$ cat src/rtl/sse_pkg.sv
`timescale 1ns/1ps
package sse_pkg;

   typedef enum logic {
      ORDER_MSB_FIRST = 1'b0,
      ORDER_LSB_FIRST = 1'b1
   } bit_order_e;

   // Edge role from the low bit of the edge counter and the phase setting:
   // 1 means the edge captures input data, 0 means it launches output data.
   function automatic logic edge_is_sample(input logic cnt_lsb, input logic cpha);
      return ~(cnt_lsb ^ cpha);
   endfunction

endpackage

$ cat src/rtl/sse_edge_src.sv
`timescale 1ns/1ps
module sse_edge_src #(
   parameter int unsigned PER_W = 16,
   parameter int unsigned SYNC_STAGES = 2
) (
   input  logic             clk,
   input  logic             rst_n,
   input  logic             run,
   input  logic             master,
   input  logic [PER_W-1:0] half,
   input  logic             sclk_in,
   output logic             edge_p
);

   if (SYNC_STAGES < 2) begin : g_bad_sync
      $error("sse_edge_src: SYNC_STAGES must be at least 2");
   end

   // ---------------- generating mode: half-period timer -------------
   logic [PER_W-1:0] tcnt;
   logic             tick;

   assign tick = run & master & (tcnt == half - 1'b1);

   always_ff @(posedge clk or negedge rst_n) begin
      if (!rst_n)                  tcnt <= '0;
      else if (!(run && master))   tcnt <= '0;
      else if (tick)               tcnt <= '0;
      else                         tcnt <= tcnt + 1'b1;
   end

   assert_timer_bound_R3: assert property (@(posedge clk) disable iff (!rst_n)
      (run && master) |-> (tcnt < half));

   // ---------------- following mode: synchronizer + both-edge detect -
   logic [SYNC_STAGES-1:0] sync_q;
   logic                   prev_q;
   logic                   ext_edge;

   always_ff @(posedge clk or negedge rst_n) begin
      if (!rst_n) begin
         sync_q <= '0;
         prev_q <= 1'b0;
      end else begin
         sync_q <= {sync_q[SYNC_STAGES-2:0], sclk_in};
         prev_q <= sync_q[SYNC_STAGES-1];
      end
   end

   assign ext_edge = run & ~master & (sync_q[SYNC_STAGES-1] ^ prev_q);
   assign edge_p   = tick | ext_edge;

endmodule

$ cat src/rtl/sse_shift_core.sv
`timescale 1ns/1ps
module sse_shift_core
   import sse_pkg::*;
#(
   parameter int unsigned MAX_W = 32,
   parameter int unsigned WW    = 6
) (
   input  logic             clk,
   input  logic             rst_n,
   input  logic             load,
   input  logic [MAX_W-1:0] load_word,
   input  logic [WW-1:0]    load_width,
   input  logic             load_lsb,
   input  logic             load_cpha,
   input  logic             step,
   input  logic             is_sample,
   input  logic             sdi,
   output logic             sdo,
   output logic [MAX_W-1:0] word_nx
);

   function automatic logic [MAX_W-1:0] low_mask(input logic [WW-1:0] w);
      return {MAX_W{1'b1}} >> (MAX_W - w);
   endfunction

   logic [MAX_W-1:0] data_q, mask_q, data_d, sampled, top_sh, load_top_sh;
   logic [WW-1:0]    width_q;
   bit_order_e       order_q;
   logic             launch_bit, load_first;

   // Bit at position width-1, taken by shifting instead of a variable index.
   assign top_sh      = data_q >> (width_q - 1'b1);
   assign load_top_sh = load_word >> (load_width - 1'b1);

   assign launch_bit = (order_q == ORDER_LSB_FIRST) ? data_q[0] : top_sh[0];
   assign load_first = load_lsb ? load_word[0] : load_top_sh[0];

   always_comb begin
      if (order_q == ORDER_LSB_FIRST)
         sampled = (data_q >> 1) | (MAX_W'(sdi) << (width_q - 1'b1));
      else
         sampled = (data_q << 1) | MAX_W'(sdi);
      sampled = sampled & mask_q;
   end

   always_comb begin
      data_d = data_q;
      if (load)                   data_d = load_word & low_mask(load_width);
      else if (step && is_sample) data_d = sampled;
   end

   assign word_nx = data_d;

   always_ff @(posedge clk or negedge rst_n) begin
      if (!rst_n) begin
         data_q  <= '0;
         mask_q  <= '0;
         width_q <= WW'(1);
         order_q <= ORDER_MSB_FIRST;
         sdo     <= 1'b0;
      end else begin
         data_q <= data_d;
         if (load) begin
            width_q <= load_width;
            mask_q  <= low_mask(load_width);
            order_q <= bit_order_e'(load_lsb);
            if (!load_cpha) sdo <= load_first;
         end else if (step && !is_sample) begin
            sdo <= launch_bit;
         end
      end
   end

   assert_upper_clear_R8: assert property (@(posedge clk) disable iff (!rst_n)
      (data_q & ~mask_q) == '0);

endmodule

$ cat src/rtl/serial_shift_engine.sv
`timescale 1ns/1ps
module serial_shift_engine
   import sse_pkg::*;
#(
   parameter  int unsigned MAX_W       = 32,
   parameter  int unsigned PER_W       = 16,
   parameter  int unsigned SYNC_STAGES = 2,
   localparam int unsigned WW          = $clog2(MAX_W + 1),
   localparam int unsigned ECW         = $clog2(2 * MAX_W + 1)
) (
   input  logic             clk,
   input  logic             rst_n,
   input  logic [WW-1:0]    cfg_width,
   input  logic [PER_W-1:0] cfg_period,
   input  logic             cfg_cpol,
   input  logic             cfg_cpha,
   input  logic             cfg_lsb_first,
   input  logic             cfg_master,
   input  logic [MAX_W-1:0] tx_word,
   input  logic             start,
   input  logic             stop,
   input  logic             sdi,
   input  logic             sclk_in,
   output logic             sdo,
   output logic             sclk_out,
   output logic             busy,
   output logic             done,
   output logic             cfg_err,
   output logic [MAX_W-1:0] rx_word
);

   if (MAX_W < 1) begin : g_bad_width
      $error("serial_shift_engine: MAX_W must be at least 1");
   end
   if (PER_W < 2) begin : g_bad_period
      $error("serial_shift_engine: PER_W must be at least 2");
   end

   logic             busy_q, done_q, err_q, sclk_q;
   logic             cpol_q, cpha_q, master_q;
   logic [WW-1:0]    width_q;
   logic [PER_W-1:0] half_q;
   logic [ECW-1:0]   edge_cnt, lim;
   logic [MAX_W-1:0] rx_q, word_nx;
   logic             cfg_ok, accept, edge_p, step, sample_now, last_edge;

   assign cfg_ok     = (cfg_width != '0) && (cfg_width <= WW'(MAX_W))
                       && (cfg_period >= PER_W'(2));
   assign accept     = start & ~busy_q & cfg_ok;
   assign step       = busy_q & edge_p & ~stop;
   assign sample_now = edge_is_sample(edge_cnt[0], cpha_q);
   assign lim        = ECW'({width_q, 1'b0});
   assign last_edge  = step && ((edge_cnt + 1'b1) == lim);

   sse_edge_src #(
      .PER_W       (PER_W),
      .SYNC_STAGES (SYNC_STAGES)
   ) i_edge_src (
      .clk     (clk),
      .rst_n   (rst_n),
      .run     (busy_q),
      .master  (master_q),
      .half    (half_q),
      .sclk_in (sclk_in),
      .edge_p  (edge_p)
   );

   sse_shift_core #(
      .MAX_W (MAX_W),
      .WW    (WW)
   ) i_shift_core (
      .clk        (clk),
      .rst_n      (rst_n),
      .load       (accept),
      .load_word  (tx_word),
      .load_width (cfg_width),
      .load_lsb   (cfg_lsb_first),
      .load_cpha  (cfg_cpha),
      .step       (step),
      .is_sample  (sample_now),
      .sdi        (sdi),
      .sdo        (sdo),
      .word_nx    (word_nx)
   );

   always_ff @(posedge clk or negedge rst_n) begin
      if (!rst_n) begin
         busy_q   <= 1'b0;
         done_q   <= 1'b0;
         err_q    <= 1'b0;
         sclk_q   <= 1'b0;
         cpol_q   <= 1'b0;
         cpha_q   <= 1'b0;
         master_q <= 1'b0;
         width_q  <= WW'(1);
         half_q   <= PER_W'(1);
         edge_cnt <= '0;
         rx_q     <= '0;
      end else begin
         done_q <= 1'b0;
         if (accept) begin
            busy_q   <= 1'b1;
            err_q    <= 1'b0;
            edge_cnt <= '0;
            width_q  <= cfg_width;
            half_q   <= cfg_period >> 1;
            cpol_q   <= cfg_cpol;
            cpha_q   <= cfg_cpha;
            master_q <= cfg_master;
            sclk_q   <= cfg_cpol;
         end else if (start && !busy_q) begin
            err_q <= 1'b1;
         end

         if (busy_q && stop) begin
            busy_q <= 1'b0;
            sclk_q <= cpol_q;
         end else if (step) begin
            edge_cnt <= edge_cnt + 1'b1;
            if (master_q) sclk_q <= ~sclk_q;
            if (last_edge) begin
               busy_q <= 1'b0;
               done_q <= 1'b1;
               rx_q   <= word_nx;
            end
         end
      end
   end

   assign busy     = busy_q;
   assign done     = done_q;
   assign cfg_err  = err_q;
   assign sclk_out = sclk_q;
   assign rx_word  = rx_q;

   assert_done_idle_R2: assert property (@(posedge clk) disable iff (!rst_n)
      done |-> !busy);

   assert_ignore_start_R2: assert property (@(posedge clk) disable iff (!rst_n)
      (busy && start) |=> ($stable(width_q) && $stable(cpha_q) && $stable(master_q)));

   assert_count_bound_R8: assert property (@(posedge clk) disable iff (!rst_n)
      busy |-> (edge_cnt < lim));

   assert_follow_level_R4: assert property (@(posedge clk) disable iff (!rst_n)
      (busy && !master_q) |-> (sclk_out == cpol_q));

   assert_gen_toggle_R4: assert property (@(posedge clk) disable iff (!rst_n)
      (busy && master_q && edge_p && !stop) |=> (sclk_out != $past(sclk_out)));

endmodule

$ cat config.mk
export PLATFORM = sky130hd
export DESIGN_NAME = serial_shift_engine
export DESIGN_NICKNAME = d
export VERILOG_FILES = /design/src/rtl/sse_pkg.sv /design/src/rtl/sse_edge_src.sv /design/src/rtl/sse_shift_core.sv /design/src/rtl/serial_shift_engine.sv
export SDC_FILE = /design/constraint.sdc
export NUM_CORES = 1
export LEC_CHECK = 0
export BUFFER_PORTS_ARGS = -buffer_cell sky130_fd_sc_hd__buf_2
export CAP_MARGIN = 10
export CELL_PAD_IN_SITES_DETAIL_PLACEMENT = 0
export CELL_PAD_IN_SITES_GLOBAL_PLACEMENT = 2
export CORE_ASPECT_RATIO = 1.75
export CORE_MARGIN = 2
export CORE_UTILIZATION = 37
export DETAILED_ROUTE_END_ITERATION = 12
export HOLD_SLACK_MARGIN = 0.1
export PLACE_DENSITY = 0.92
export SKIP_LAST_GASP = 1
export SLEW_MARGIN = 20
export SYNTH_ARGS = -nofsm -noshare
export SYNTH_HDL_FRONTEND = slang
export SYNTH_SLANG_ARGS = --single-unit
$ cat constraint.sdc
create_clock -name clk -period 4.3 [get_ports clk]
set_input_delay 0.215 -clock clk [delete_from_list [all_inputs] [get_ports clk]]
set_output_delay 0.215 -clock clk [all_outputs]
set_load 0.05 [all_outputs]
== After elaboration in Yosys (flattened, before gate mapping) ==
Cells that the tools add are included.

* Input port bits: 64
* Memory bits (writable): 0
* Memories: 0
* Output and inout port bits: 37
* Logic and storage cells: 94
* Bits in latches: 0
* Memory bits (read-only): 0
* Register bits: 152

* $lt $le $gt $ge: 2
* Multipliers: 0
* Div/mod/pow operators: 0
* $add $sub $neg: 6
* Equality and inequality tests: 3
* Shifts and indexed selects: 4
* Reduce and logical (&&, ||, !) cells: 14
* Muxes and demuxes: 26
* Bitwise gates (word level): 21

{| class="wikitable"
|+ Operators by type and width
! cell !! count
|-
| $mux 32 || 3
|-
| $and 32x32->32 || 2
|-
| $shr 32x6->1 || 2
|-
| $mux 16 || 2
|-
| $or 31x32->32 || 1
|-
| $or 32x1->32 || 1
|-
| $shl 1x6->32 || 1
|-
| $shr 32x32->32 const A || 1
|-
| $mux 7 || 3
|-
| $mux 1 || 18
|-
| $add 16x1->16 const B || 1
|-
| $eq 16x16->1 || 1
|-
| $ge 16x2->1 const B || 1
|-
| $sub 15x1->16 const B || 1
|-
| $sub 6x1->6 const B || 2
|-
| $and 1x1->1 || 8
|-
| $logic_and 1x1->1 || 8
|-
| $add 7x1->7 const B || 1
|-
| $eq 7x7->1 || 1
|-
| $sub 6x6->7 const A || 1
|-
| $le 6x6->1 const B || 1
|-
| $not 1->1 || 6
|-
| $reduce_bool 6->1 || 1
|-
| $reduce_bool 2->1 || 2
|-
| 6 further kinds || 7
|}

== Longest topological paths before layout ==
* Word-level depth: 10
* Depth in mapped cells: 14

== Modules after synthesis ==
Synthesis repeated with hierarchy kept, for this count alone.

* Cell total of the unflattened synthesis: 889
* Area total of the unflattened synthesis: 9175.0 um^2

{| class="wikitable"
|+ By module, submodules not included
! module !! times used !! cells each !! seq. area each (um^2) !! area an instance (um^2)
|-
| sse_shift_core || 1 || 523 || 1803.0 || 4713.3
|-
| serial_shift_engine || 1 || 213 || 1679.1 || 2999.1
|-
| sse_edge_src || 1 || 153 || 475.5 || 1462.7
|}

== Worst setup path after synthesis ==
OpenSTA, ideal clock, no wires.

* Path type: register to register
* Start point: reg i_shift_core.width_q[0]
* End point: reg i_shift_core.sdo
* Data arrival time: 3244 ps
* Stages on the path, launching flop included: 10
* Clock period less this slack: 3371 ps
* Buffers on the path: 2
* Setup slack: 929 ps
* Path through: dfstp_2 > buf_1 > inv_1 > ha_1 > clkbuf_1 > mux4_2 > mux4_2 > a221oi_1 > o22ai_1 > mux2_1

* Cells in the longest elaborated chain, start to end: 5

{| class="wikitable"
|+ RTL lines
! element !! line !! source
|-
| from (decl) || sse_shift_core.sv:27 || <nowiki>logic [WW-1:0] width_q;</nowiki>
|-
| from (signal assigned) || sse_shift_core.sv:64 || <nowiki>width_q <= load_width;</nowiki>
|-
| $sub 6x1->6 || sse_shift_core.sv:32 || <nowiki>assign top_sh = data_q >> (width_q - 1'b1);</nowiki>
|-
| $shr 32x6->1 || sse_shift_core.sv:32 ||
|-
| $mux 1 || sse_shift_core.sv:35 || <nowiki>assign launch_bit = (order_q == ORDER_LSB_FIRST) ? data_q[0] : top_sh[0];</nowiki>
|-
| $mux 1 || sse_shift_core.sv:68 || <nowiki>end else if (step && !is_sample) begin</nowiki>
|-
| $mux 1 || sse_shift_core.sv:63 || <nowiki>if (load) begin</nowiki>
|-
| to (signal assigned) || sse_shift_core.sv:67 || <nowiki>if (!load_cpha) sdo <= load_first;</nowiki>
|-
| to (signal assigned) || sse_shift_core.sv:69 || <nowiki>sdo <= launch_bit;</nowiki>
|-
| to (decl) || sse_shift_core.sv:18 || <nowiki>output logic sdo,</nowiki>
|}

Every way passes these cells. The select of a mux whose other input is x is not followed.
A chain may end at the register's enable or synchronous reset.

== Worst setup path after layout ==
* Start point: reg half_q[1]
* End point: reg rx_q[13], in the netlist rx_word[13]

* Cells in the longest elaborated chain, start to end: 9
* Elaborated cells on any way between the ends: 11
* Classes of those cells: 1 x add/sub; 1 x eq/ne; 2 x mux; 4 x bitwise; 3 x reduce/logical

{| class="wikitable"
|+ RTL lines
! element !! line !! source
|-
| from (decl) || serial_shift_engine.sv:42 || <nowiki>logic [PER_W-1:0] half_q;</nowiki>
|-
| from (signal assigned) || serial_shift_engine.sv:106 || <nowiki>half_q <= cfg_period >> 1;</nowiki>
|-
| $sub 15x1->16 (*) || sse_edge_src.sv:23 || <nowiki>assign tick = run & master & (tcnt == half - 1'b1);</nowiki>
|-
| $eq 16x16->1 (*) || sse_edge_src.sv:23 ||
|-
| $and 1x1->1 (*) || sse_edge_src.sv:23 ||
|-
| $or 1x1->1 (*) || sse_edge_src.sv:51 || <nowiki>assign edge_p = tick | ext_edge;</nowiki>
|-
| $and 1x1->1 (*) (2 in a row) || serial_shift_engine.sv:50 || <nowiki>assign step = busy_q & edge_p & ~stop;</nowiki>
|-
| $logic_and 1x1->1 || sse_shift_core.sv:49 || <nowiki>else if (step && is_sample) data_d = sampled;</nowiki>
|-
| $mux 32 || sse_shift_core.sv:49 ||
|-
| $mux 32 || sse_shift_core.sv:48 || <nowiki>if (load) data_d = load_word & low_mask(load_width);</nowiki>
|-
| to (signal assigned) || serial_shift_engine.sv:124 || <nowiki>rx_q <= word_nx;</nowiki>
|-
| to (decl) || serial_shift_engine.sv:44 || <nowiki>logic [MAX_W-1:0] rx_q, word_nx;</nowiki>
|}

Mark *: on every way between the ends. The rest lies on a longest branch, timed or not.

==> run summary <==
layout cells sized above 1 -> 0.181
Post-CTS Hold Buffers -> 54
post-CTS sizing -> 0
gr usage total -> 0.223
syn_nets -> 1003
commonest cells in the netlist -> 150 x dfrtp_1, 141 x nand2_1, 80 x a21oi_1
first-pass GRT wire length -> 42.9 mm
initial antenna violation count -> 0
asr flop ratio synth -> 1.00
min-delay src -> tx_word[28]
layout net count -> 1145
fin. max-slew vios -> 0
number of enable flip-flop cells after synthesis -> 0
Mean Syn Cell Area -> 9.44 um^2
skew final -> 0.0127 ns
worst hold path depth -> 3
P per Cell Area -> 447 mW/mm^2
Clock Pin Slew Worst Setup and Hold Paths -> 0.06 ns
Reg2Reg Capture Point -> rx_word[13]
vias in the first global route -> 7704
DRC viols -> 0
IO buf count -> 99
R2R depth -> 12
FMAX -> 254 MHz
core area -> 0.0234 mm^2
I/O pins -> 101
Hold Crit Endpoint -> i_shift_core.data_q[28]
routability cong. -> 0.894
Final setup viols -> 0
routed via count -> 7585
final HPWL from detailed placement -> 19.6 mm
H-tree levels -> 4
register area share after synthesis -> 0.432
WP data required -> 4.62 ns
post-synth cell types -> 65
global route overflow -> 0
unrepaired setup endpoints after global routing -> no
Worst Path Arrival -> 4.25 ns
clk_lat worst skew -> 0.44 ns
DR vias/cell -> 5.45
num rows -> 74
total CTS buffers -> 17
initial core utilization -> 0.377
First DRT Iteration DRCs -> 407
cell area after synthesis -> 0.00882 mm^2
top-area cell type share of the netlist area -> 0.426
CP startpoint kind -> register
R2R setup slack -> 0.37 ns
WL per Instance -> 19.5 um
Worst Max-Slew Pin Slew -> 1.22 ns
setup bufs post-CTS -> 0
area leader, netlist -> dfrtp_1
status -> completed
drt first pass iters -> 5
Layout area overhead -> 22.2%
TNS Setup -> 0 ns
Crit. End Element -> register
min cycle time layout -> 3.93 ns
CTS root buffer -> clkbuf_16
most frequent cell after synthesis -> dfrtp_1
final wirelength -> 27.2 mm
die area -> 0.0251 mm^2
Yosys reg bits -> 152
fillcell total -> 2283
Clock Tree Buf Depth -> 2
worst min path class -> input pin to register
Synthesis Warnings -> 0
CTS tree -> done
ANT cells -> 0
placed cells -> 1307
largest net degree at the start of global routing -> 94
Synth Flop Type -> dfrtp_1
Area contributors post-synth -> dfrtp_1 43%, nand2_1 6.0%, mux2i_1 5.1%
slew margin rel. -> 0.183
clk sink count -> 152
RR Startpoint -> half_q[1]
Worst Path Class, Setup -> register to register
Max VDD drop -> 292 uV
Final ANT Viol Nets -> 0
die height -> 208 um
post-synthesis instance total -> 934
Tcrit/Tclk final -> 0.914
max-cap check violation count -> 0
Finished Layout Cells -> 1393
Final Hold Fails -> 0
die width -> 121 um
crit-path max FO -> 40
Leakage -> 0.00481 uW
[layout by cell type (no fill, tap or decap), types with 23 or more instances in the layout]
cell type / count
dfrtp_1: 149
a21o_1: 23
nand3_1: 27
buf_2: 98
dlygate4sd3_1: 54
a21oi_1: 80
inv_1: 32
mux2i_1: 45
nand2_1: 141
xnor2_1: 42
nor2_1: 61
o21ai_0: 46
[state kept, by name, indices dropped and copies added, names as in the netlist]
name / flops
i_shift_core.data_q: 32
i_shift_core.order_q: 1
i_shift_core.width_q: 6
done: 1
i_edge_src.sync_q: 2
cpol_q: 1
cfg_err: 1
master_q: 1
half_q: 15
i_shift_core.mask_q: 32
cpha_q: 1
i_shift_core.sdo: 1
rx_word: 32
busy: 1
edge_cnt: 7
sclk_out: 1
i_edge_src.tcnt: 16
i_edge_src.prev_q: 1
[worst max path at each step]
stage / startpoint / endpoint / slack [ns] / cells after the start
after detailed placement: half_q[1] / rx_word[13] / 0.44 / 12
after floorplan: i_shift_core.width_q[0] / i_shift_core.sdo / 0.93 / 9
after global placement: half_q[1] / rx_word[11] / 0.43 / 12
after CTS: half_q[1] / rx_word[13] / 0.40 / 12
final: half_q[1] / rx_word[13] / 0.37 / 12
after global routing: half_q[1] / rx_word[11] / 0.18 / 12
[report_power, final]
| part | switching, uW | leakage, uW | internal, uW |
|---|---|---|---|
| sequential | 280 | 0.00192 | 1640 |
| clock | 648 | 0.000282 | 894 |
| combinational | 806 | 0.00261 | 553 |
| total | 1730 | 0.00481 | 3080 |
[through the flow]
stage / worst slack (ns) / power [uW] / hold slack (ns) / instance area, um^2 / util
global route: 0.179 / 5050 / 0.128 / 10800 / 0.460
detailed placement: 0.440 / 3250 / 0.332 / 9640 / 0.411
CTS: 0.401 / 4840 / 0.103 / 10800 / 0.460
finish: 0.370 / 4820 / 0.116 / 10800 / 0.460
global placement: 0.432 / 3230 / 0.325 / 9640 / 0.411
floorplan: 0.929 / 2790 / -0.0806 / 8820 / -
[per-layer routing]
metal | vias to the layer above | track usage | wire length (um)
met1 | 3715 | 0.242 | 10100
met5 | - | 0 | 0
met3 | 67 | 0.0378 | 1070
met4 | 0 | 0.108 | 1180
li1 | 3596 | - | -
met2 | 207 | 0.410 | 14800
[kinds of logic after synthesis]
kind of cell | count (synthesis) | synth area share
AND/OR/NAND/NOR | 310 | 0.166
AO/OA/AOI/OAI | 232 | 0.161
flip-flops | 152 | 0.432
multiplexers | 91 | 0.133
buffers and inverters | 86 | 0.0443
XOR/XNOR | 58 | 0.0576
adder cells (fa/ha/maj) | 5 | 0.00709
[critical path: stages (launching register included)]
cell and delay, ns:
dfrtp_1 0.42, inv_1 0.08, ha_1 0.22, nor3b_1 0.40
xnor2_1 0.13, nor4_1 0.48, nand3_1 0.22, nor4b_4 0.30
nand4b_4 0.23, a211oi_4 0.33, buf_12 0.28, mux2_1 0.38
mux2_1 0.30
[layout make-up]
cell class / count / area, um^2 / area share
clock buffers: 20 / 457 / 0.0424
flip-flops and latches: 152 / 3810 / 0.353
repair buffers: 177 / 1250 / 0.116
well taps: 304 / 380 / 0.0353
multi-input cells: 696 / 4620 / 0.429
inverters: 32 / 120 / 0.0111
clock inverters: 12 / 141 / 0.0131
No activity file was read; power rests on OpenSTA's default activity.
